`config.mk`:
```
export PLATFORM = sky130hd
export DESIGN_NAME = lw_pair_ctrl
export DESIGN_NICKNAME = d
export VERILOG_FILES = /design/src/rtl/lwpc_pkg.sv /design/src/rtl/lwpc_hold.sv /design/src/rtl/lwpc_seq.sv /design/src/rtl/lwpc_mem.sv /design/src/rtl/lw_pair_ctrl.sv
export SDC_FILE = /design/constraint.sdc
export NUM_CORES = 2
export LEC_CHECK = 0
export BUFFER_PORTS_ARGS = -buffer_cell sky130_fd_sc_hd__buf_2
export CELL_PAD_IN_SITES_DETAIL_PLACEMENT = 1
export CELL_PAD_IN_SITES_GLOBAL_PLACEMENT = 1
export CORE_ASPECT_RATIO = 0.7
export CORE_MARGIN = 3
export CORE_UTILIZATION = 50
export CTS_CLUSTER_SIZE = 12
export DETAILED_ROUTE_END_ITERATION = 8
export PLACE_DENSITY = 0.73
export SLEW_MARGIN = 25
export SYNTH_ARGS = -nofsm -noshare
export SYNTH_HDL_FRONTEND = slang
export SYNTH_SLANG_ARGS = --single-unit
```
`constraint.sdc`:
```
create_clock -name clk_i -period 2.7 [get_ports clk_i]
set_input_delay 0.405 -clock clk_i [delete_from_list [all_inputs] [get_ports clk_i]]
set_output_delay 0.405 -clock clk_i [all_outputs]
set_load 0.02 [all_outputs]
```
`src/rtl/lwpc_pkg.sv`:
```
package lwpc_pkg;
  localparam int BYTE_W = 8;
  localparam int WORD_W = 2 * BYTE_W;
  localparam logic [BYTE_W-1:0] ERASED_BYTE = '1;

  typedef struct packed {
    logic [BYTE_W-1:0] hi;
    logic [BYTE_W-1:0] lo;
  } word_t;
endpackage

```
`src/rtl/lwpc_hold.sv`:
```
module lwpc_hold
  import lwpc_pkg::*;
(
  input  logic              clk_i,
  input  logic              rst_ni,
  input  logic              load_i,
  input  logic [BYTE_W-1:0] data_i,
  output logic [BYTE_W-1:0] hold_o
);
  always_ff @(posedge clk_i or negedge rst_ni) begin
    if (!rst_ni)     hold_o <= ERASED_BYTE;
    else if (load_i) hold_o <= data_i;
  end
endmodule

```
`src/rtl/lwpc_seq.sv`:
```
module lwpc_seq
  import lwpc_pkg::*;
#(
  parameter int ADDR_W = 8
) (
  input  logic              clk_i,
  input  logic              rst_ni,
  input  logic              lwen_i,
  input  logic              wr_valid_i,
  input  logic [ADDR_W-1:0] wr_addr_i,
  input  logic [BYTE_W-1:0] wr_data_i,
  input  logic [BYTE_W-1:0] hold_i,
  input  logic              term_i,
  input  logic              ack_i,
  output logic              load_hold_o,
  output logic              stall_o,
  output logic              req_o,
  output logic [ADDR_W-1:0] addr_o,
  output logic [WORD_W-1:0] data_o,
  output logic              commit_o
);
  logic              busy_q, acked_q, termd_q;
  logic [ADDR_W-1:0] addr_q;
  word_t             data_q;
  logic              accept, launch, ack_done, term_done, release_w;

  assign accept      = wr_valid_i && lwen_i && !busy_q;
  assign load_hold_o = accept && !wr_addr_i[0];
  assign launch      = accept && wr_addr_i[0];
  assign req_o       = busy_q && !acked_q;
  assign commit_o    = req_o && ack_i;
  assign ack_done    = acked_q || commit_o;
  assign term_done   = termd_q || term_i;
  assign release_w   = busy_q && ack_done && term_done;

  always_ff @(posedge clk_i or negedge rst_ni) begin
    if (!rst_ni) begin
      busy_q  <= 1'b0;
      acked_q <= 1'b0;
      termd_q <= 1'b0;
      addr_q  <= '0;
      data_q  <= '0;
    end else if (launch) begin
      busy_q  <= 1'b1;
      acked_q <= 1'b0;
      termd_q <= 1'b0;
      addr_q  <= {wr_addr_i[ADDR_W-1:1], 1'b0};
      data_q  <= '{hi: wr_data_i, lo: hold_i};
    end else if (release_w) begin
      busy_q  <= 1'b0;
      acked_q <= 1'b0;
      termd_q <= 1'b0;
    end else if (busy_q) begin
      acked_q <= ack_done;
      termd_q <= term_done;
    end
  end

  assign stall_o = busy_q;
  assign addr_o  = addr_q;
  assign data_o  = data_q;

  assert_req_under_stall_R3: assert property (@(posedge clk_i) disable iff (!rst_ni)
    req_o |-> stall_o);
  assert_addr_even_R2: assert property (@(posedge clk_i) disable iff (!rst_ni)
    req_o |-> !addr_o[0]);
  assert_req_held_R2: assert property (@(posedge clk_i) disable iff (!rst_ni)
    (req_o && !ack_i) |=> (req_o && $stable(addr_o) && $stable(data_o)));
  assert_launch_needs_en_R5: assert property (@(posedge clk_i) disable iff (!rst_ni)
    $rose(busy_q) |-> $past(lwen_i));
  assert_release_needs_term_R4: assert property (@(posedge clk_i) disable iff (!rst_ni)
    $fell(busy_q) |-> ($past(term_i) || $past(termd_q)));
endmodule

```
`src/rtl/lwpc_mem.sv`:
```
module lwpc_mem
  import lwpc_pkg::*;
#(
  parameter int ADDR_W = 8
) (
  input  logic              clk_i,
  input  logic              rst_ni,
  input  logic              we_i,
  input  logic [ADDR_W-2:0] waddr_i,
  input  logic [WORD_W-1:0] wdata_i,
  input  logic [ADDR_W-1:0] raddr_i,
  output logic [BYTE_W-1:0] rdata_o
);
  localparam int WORDS = 1 << (ADDR_W - 1);

  logic [1:0][BYTE_W-1:0] lane_rd;

  for (genvar g = 0; g < 2; g++) begin : g_lane
    logic [BYTE_W-1:0] arr [WORDS];
    always_ff @(posedge clk_i or negedge rst_ni) begin
      if (!rst_ni) begin
        for (int i = 0; i < WORDS; i++) arr[i] <= ERASED_BYTE;
      end else if (we_i) begin
        arr[waddr_i] <= wdata_i[g*BYTE_W +: BYTE_W];
      end
    end
    assign lane_rd[g] = arr[raddr_i[ADDR_W-1:1]];
  end

  assign rdata_o = lane_rd[raddr_i[0]];
endmodule

```
`src/rtl/lw_pair_ctrl.sv`:
```
module lw_pair_ctrl
  import lwpc_pkg::*;
#(
  parameter int ADDR_W = 8
) (
  input  logic              clk_i,
  input  logic              rst_ni,
  input  logic              lwen_set_i,
  output logic              lwen_o,
  input  logic              wr_valid_i,
  input  logic [ADDR_W-1:0] wr_addr_i,
  input  logic [7:0]        wr_data_i,
  output logic              stall_o,
  input  logic              term_i,
  output logic              pgm_req_o,
  output logic [ADDR_W-1:0] pgm_addr_o,
  output logic [15:0]       pgm_data_o,
  input  logic              pgm_ack_i,
  input  logic [ADDR_W-1:0] rd_addr_i,
  output logic [7:0]        rd_data_o
);
  logic              lwen_q, load_hold, commit;
  logic [BYTE_W-1:0] hold;

  // sticky: only reset clears
  always_ff @(posedge clk_i or negedge rst_ni) begin
    if (!rst_ni)         lwen_q <= 1'b0;
    else if (lwen_set_i) lwen_q <= 1'b1;
  end
  assign lwen_o = lwen_q;

  lwpc_hold u_hold (
    .clk_i  (clk_i),
    .rst_ni (rst_ni),
    .load_i (load_hold),
    .data_i (wr_data_i),
    .hold_o (hold)
  );

  lwpc_seq #(.ADDR_W(ADDR_W)) u_seq (
    .clk_i       (clk_i),
    .rst_ni      (rst_ni),
    .lwen_i      (lwen_q),
    .wr_valid_i  (wr_valid_i),
    .wr_addr_i   (wr_addr_i),
    .wr_data_i   (wr_data_i),
    .hold_i      (hold),
    .term_i      (term_i),
    .ack_i       (pgm_ack_i),
    .load_hold_o (load_hold),
    .stall_o     (stall_o),
    .req_o       (pgm_req_o),
    .addr_o      (pgm_addr_o),
    .data_o      (pgm_data_o),
    .commit_o    (commit)
  );

  lwpc_mem #(.ADDR_W(ADDR_W)) u_mem (
    .clk_i   (clk_i),
    .rst_ni  (rst_ni),
    .we_i    (commit),
    .waddr_i (pgm_addr_o[ADDR_W-1:1]),
    .wdata_i (pgm_data_o),
    .raddr_i (rd_addr_i),
    .rdata_o (rd_data_o)
  );

  assert_lwen_sticky_R6: assert property (@(posedge clk_i) disable iff (!rst_ni)
    !$fell(lwen_q));
  assert_no_load_disabled_R5: assert property (@(posedge clk_i) disable iff (!rst_ni)
    load_hold |-> lwen_q);
endmodule

```
# After elaboration in Yosys (flattened, before gate mapping)
# Cells that the tools add are included.
# word_totals
in_bits,30
out_inout_bits,35
regBits,2083
word_cells,306
# op_classes
reduce_logical,16
n_bitwise,2
n_mux,20
magnitude_cmp,4
# ops
operator,n
$bwmux W1024,2
$bmux W8 S7,2
$demux W8 S7,1
$mux W8,7
$ge A8 B8 Y1 const B,2
$not A7 Y8,2
$logic_and A1 B1 Y1,9
$lt A8 B1 Y1 const B,1
$mux W1,8
$logic_not A1 Y1,3
$reduce_bool A3 Y1,1
$logic_or A1 B1 Y1,2
$lt A1 B2 Y1 const B,1
$reduce_bool A2 Y1,1

# Depth between registers and ports, before layout
# logic_depth
word_depth,8
ltp_mapped,12
mapped_depth_nobuf,6

# By module
# From an unflattened synthesis, not the netlist that was laid out.
# unflattened
cells_unflattened,6181
area_unflattened_um2,97897.6
# by_module_without_submodules
mod,area_per_inst_um2,cells_per_inst,seq_area_each_um2,n_inst
lwpc_mem,96412.5,6095,53811.6,1
lwpc_seq,1112.3,67,650.6,1
lwpc_hold,341.6,17,210.2,1
lw_pair_ctrl,31.3,2,25.0,1

# Worst setup path before layout
# OpenSTA, ideal clock, no wires.
# synth_path
path_kind,input -> output
start,input rd_addr_i[1]
end,output rd_data_o[2]
required_time_ps,2295
n_path_buf,6
path_stages,12
slack_ps,-281
arrival_time_ps,2576
path_cell_list,buf_6 buf_6 buf_6 buf_4 buf_6 buf_4 nand3_1 o21ai_0 nand3_1 a31oi_1 nor4_1 nor4_1
# synth_via
elab_chain_len,6
elab_cells_between_ends,9
cone_classes,8 x mux; 1 x bitwise
# synth_lines
element,line_no,source
start: declaration,lw_pair_ctrl.sv:19,"input logic [ADDR_W-1:0] rd_addr_i,"
$not A7 Y8 (not written as such) (*),lwpc_mem.sv:27,assign lane_rd[g] = arr[raddr_i[ADDR_W-1:1]];
$bmux W8 S7,lwpc_mem.sv:27,
$mux W8 (not written as such) (2 in series),lwpc_mem.sv:27,
$mux W8 (not written as such) (*) (2 in series),lwpc_mem.sv:30,assign rdata_o = lane_rd[raddr_i[0]];
end: declaration,lw_pair_ctrl.sv:20,output logic [7:0] rd_data_o
# Mark *: on every way between the ends. The rest lies on a longest branch, timed or not. The select of a mux whose other input is x is not followed.

# Worst setup path after layout
# layout_path
start,register u_mem.g_lane[1].arr[551] in the netlist's numbering
end,output rd_data_o[7]
# layout_via
elab_chain_len,5
# layout_lines
element,line_no,source
start: declaration,lwpc_mem.sv:19,logic [BYTE_W-1:0] arr [WORDS];
start signal: indexed assignment,lwpc_mem.sv:24,arr[waddr_i] <= wdata_i[g*BYTE_W +: BYTE_W];
$bmux W8 S7,lwpc_mem.sv:27,
$mux W8 (not written as such) (2 in series),lwpc_mem.sv:27,
$mux W8 (not written as such) (2 in series),lwpc_mem.sv:30,
# Every way passes these cells. The select of a mux whose other input is x is not followed.

==> summary.txt <==
Placement
  • Detailed Place HPWL: 199 mm
  • GPL Wtd Cong: 0.882
  • Placed Area: 106000 sq um
  • Dpl cells: 8949
  • Dpl ws: -1.39 ns
  • Port Buf Inserts: 63

Route
  • Routed wire length: 302 mm
  • Total iterations of the first detailed-routing run: 7
  • DRC: 0
  • Met3 Wirelength: 21.6 mm
  • DR vias: 58600
  • Initial DRC Count: 4663
  • Wire length per cell: 32.5 microns
  • Number of vias per cell: 6.31
  • Highest metal layer with signal wires: met5
  • ANT nets after route: 0
  • Wl on met1: 138 mm
  • DR WL met2: 135 mm

Logic synthesis
  • Synthesized netlist cell count: 6102
  • Synth Cell Area: 97000 sq um
  • Unique masters post-synth: 63
  • Post-synth EDFFs: 0
  • Top cells by count, synth: mux2_2 (2058), dfstp_2 (2056), mux4_2 (452)
  • Async S/R FF share, synth: 1.00
  • Sequential share of the synthesized area: 0.564
  • Post-synth net total: 6132
  • Count leader, synth: mux2_2
  • Yosys warning count: 0
  • Syn Area/Cell: 15.9 sq um
  • Cell taking the most area after synthesis: dfstp_2
  • Top cells by area, synth: dfstp_2 (56%), mux2_2 (24%), mux4_2 (10%)
  • FF+latch count, synth: 2083
  • Top_reg_cell synth: dfstp_2
  • Proportion of netlist area held by the largest area contributor: 0.557

Global routing
  • Number of global-route vias before repair: 63700
  • Total gr overflow: 0
  • Initial antenna violation count: 8
  • Largest net degree at the start of global routing: 180
  • GRT Util Overall: 0.301
  • Global-route wire length before repair: 448 mm

Critical path
  • CP max stage cell: or4_4
  • WP buf/inv: 2
  • Worst-path cell chain: mux4_2 > a22oi_2 > buf_4 > a41oi_2 > or4_4 > o41ai_4 > nor3_4 > buf_6
  • Critical Path RT: 2.30 ns
  • Crit path max fanout: 2
  • CP max stage delay: 0.60 ns
  • Crit end category: output pin
  • CP Launch Type: flip-flop
  • CP top delay family: simple AND/OR/NAND/NOR gates
  • CP arrival: 3.41 ns
  • Crit path kind: flip-flop to output pin

CTS
  • Htree depth: 4
  • CTS sink cnt: 2083
  • CTS tree: yes
  • CTS buffer count: 211
  • Worst-skew pair later-pin latency: 0.88 ns
  • Root Driver: clkbuf_16
  • Worst-path clk slew: 0.06 ns
  • Longest Clk Path Bufs: 4

Finish
  • Layout cells sized above 1: 0.879
  • Fin area: 114000 sq um
  • Nets: 6627
  • Area delta synth->final: 17.1%
  • Area of the multi-input gates: 40500 sq um
  • Fin cells: 9295
  • # fillers: 17100
  • Sequential cell area: 54800 sq um

STA
  • Final setup vio count: 8
  • Clock Skew: 0.0454 ns
  • Worst rel slew slack: 0.348
  • Final Hold Viols: 0
  • Min Tclk post-route: 3.81 ns
  • Fin Hold WS: 0.0594 ns
  • Max Freq: 262 MHz
  • Measured slew at the worst slew-check pin: 0.978 ns
  • Setup ws final: -1.11 ns
  • RSZ-0062 raised after global routing: true
  • Period utilization: 1.41
  • Max Slew Vio Count: 0

Die
  • Number of I/O pins: 65
  • Initial core utilization: 0.506
  • Area of the core: 192000 sq um
  • Die Ht: 375 microns
  • Full die area: 199000 sq um
  • Die width: 532 microns
  • FP Rows: 134

Power
  • Leakage power: 0.0456 uW
  • Max VDD drop: 1330 uV
  • Power Dens Cells: 801 nW/um^2

Run status
  • Outcome: finished with violations
  • Failing checks: negative setup slack

Worst hold path
  • HP Class: input pin to flip-flop

Run
  • Max-Cap Viols: 0
==> layout by cell type, fill, tap and decap left out, types with 23 or more instances in the layout <==
cell       count
buf_2         51
buf_4        565
a22oi_1      138
mux2i_1      103
a21oi_1       71
a22oi_2       43
buf_12       190
dfstp_2     2056
nand2_1      163
nor2_1        45
mux4_2       452
clkbuf_16    214
clkbuf_8      33
mux2_2      2058
clkbuf_1      64
o221ai_1      23
nor2_2        52
==> worst register-to-register path, stage by stage, from the launching register on <==
cell	delay, ns
dfrtp_1	0.59
buf_4	0.28
nor2b_1	0.33
nand2_1	0.47
nor2_2	0.34
buf_12	0.21
mux2_2	0.36
==> final cells by class <==
type	instances	area share
flip-flops and latches	2083	0.482
multi-input cells	3444	0.357
repair buffers	854	0.0784
clock buffers	311	0.0533
well taps	2584	0.0285
clock inverters	11	0.000771
diodes	5	0.000110
inverters	3	0.0000991
==> path summary, 6_finish.rpt <==
check,startpoint,endpoint,slack (ns),cells after the start
max,u_mem.g_lane[1].arr[551],rd_data_o[7],-1.11,8
min,wr_valid_i,u_hold.hold_o[7],0.06,4
max reg2reg,u_seq.addr_o[5],u_mem.g_lane[1].arr[660],0.05,6
min reg2reg,u_hold.hold_o[6],u_seq.data_o[6],0.48,2
max in group asynchronous,rst_ni,u_mem.g_lane[0].arr[651],1.32,4
min in group asynchronous,rst_ni,u_mem.g_lane[1].arr[952],0.34,2
==> layer usage <==
metal,vias up,global-route usage
met1,32800,0.452
met2,1701,0.444
li1,23700,-
met4,2,0.0768
met3,387,0.0644
met5,-,0
==> logic make-up after synthesis <==
logic type	share of synthesized area
flops	0.564
simple gates	0.0199
compound gates	0.0304
buf+inv	0.0292
other cells	0.0000387
mux	0.357
==> stage by stage <==
stage	setup TNS, ns	util	total power (uW)
global route	-7.19	0.592	94600
detailed placement	-9.06	0.554	63200
finish	-6.84	0.592	91000
global placement	-8.91	0.554	61900
floorplan	-0.216	-	53500
CTS	-7.08	0.590	91300
==> state kept, by name (all words and copies together) (netlist names) <==
signal,cells
lwen_o,1
u_hold.hold_o,8
u_mem.g_lane.arr,2048
u_seq.acked_q,1
u_seq.addr_o,7
u_seq.data_o,16
u_seq.stall_o,1
u_seq.termd_q,1
==> what timing repair did <==
item | 4_1_cts | 5_1_grt
resized for setup | 148 | 49
cloned | 1 | 0
endpoints found under the hold margin | 139 | 0
pin swaps | 57 | 25
hold buffers | 21 | 0
buffers inserted | 3 | 12
endpoints found under the setup margin | 10 | 111
==> power breakdown <==
| part | leakage, uW | internal, uW | switching, uW |
|---|---|---|---|
| Sequential | 0.0215 | 39700 | 4640 |
| Combinational | 0.0211 | 8310 | 10900 |
| Clock | 0.00300 | 15300 | 12200 |
| Total | 0.0456 | 63300 | 27700 |
Note: power is estimated with default switching activity, not from simulation.
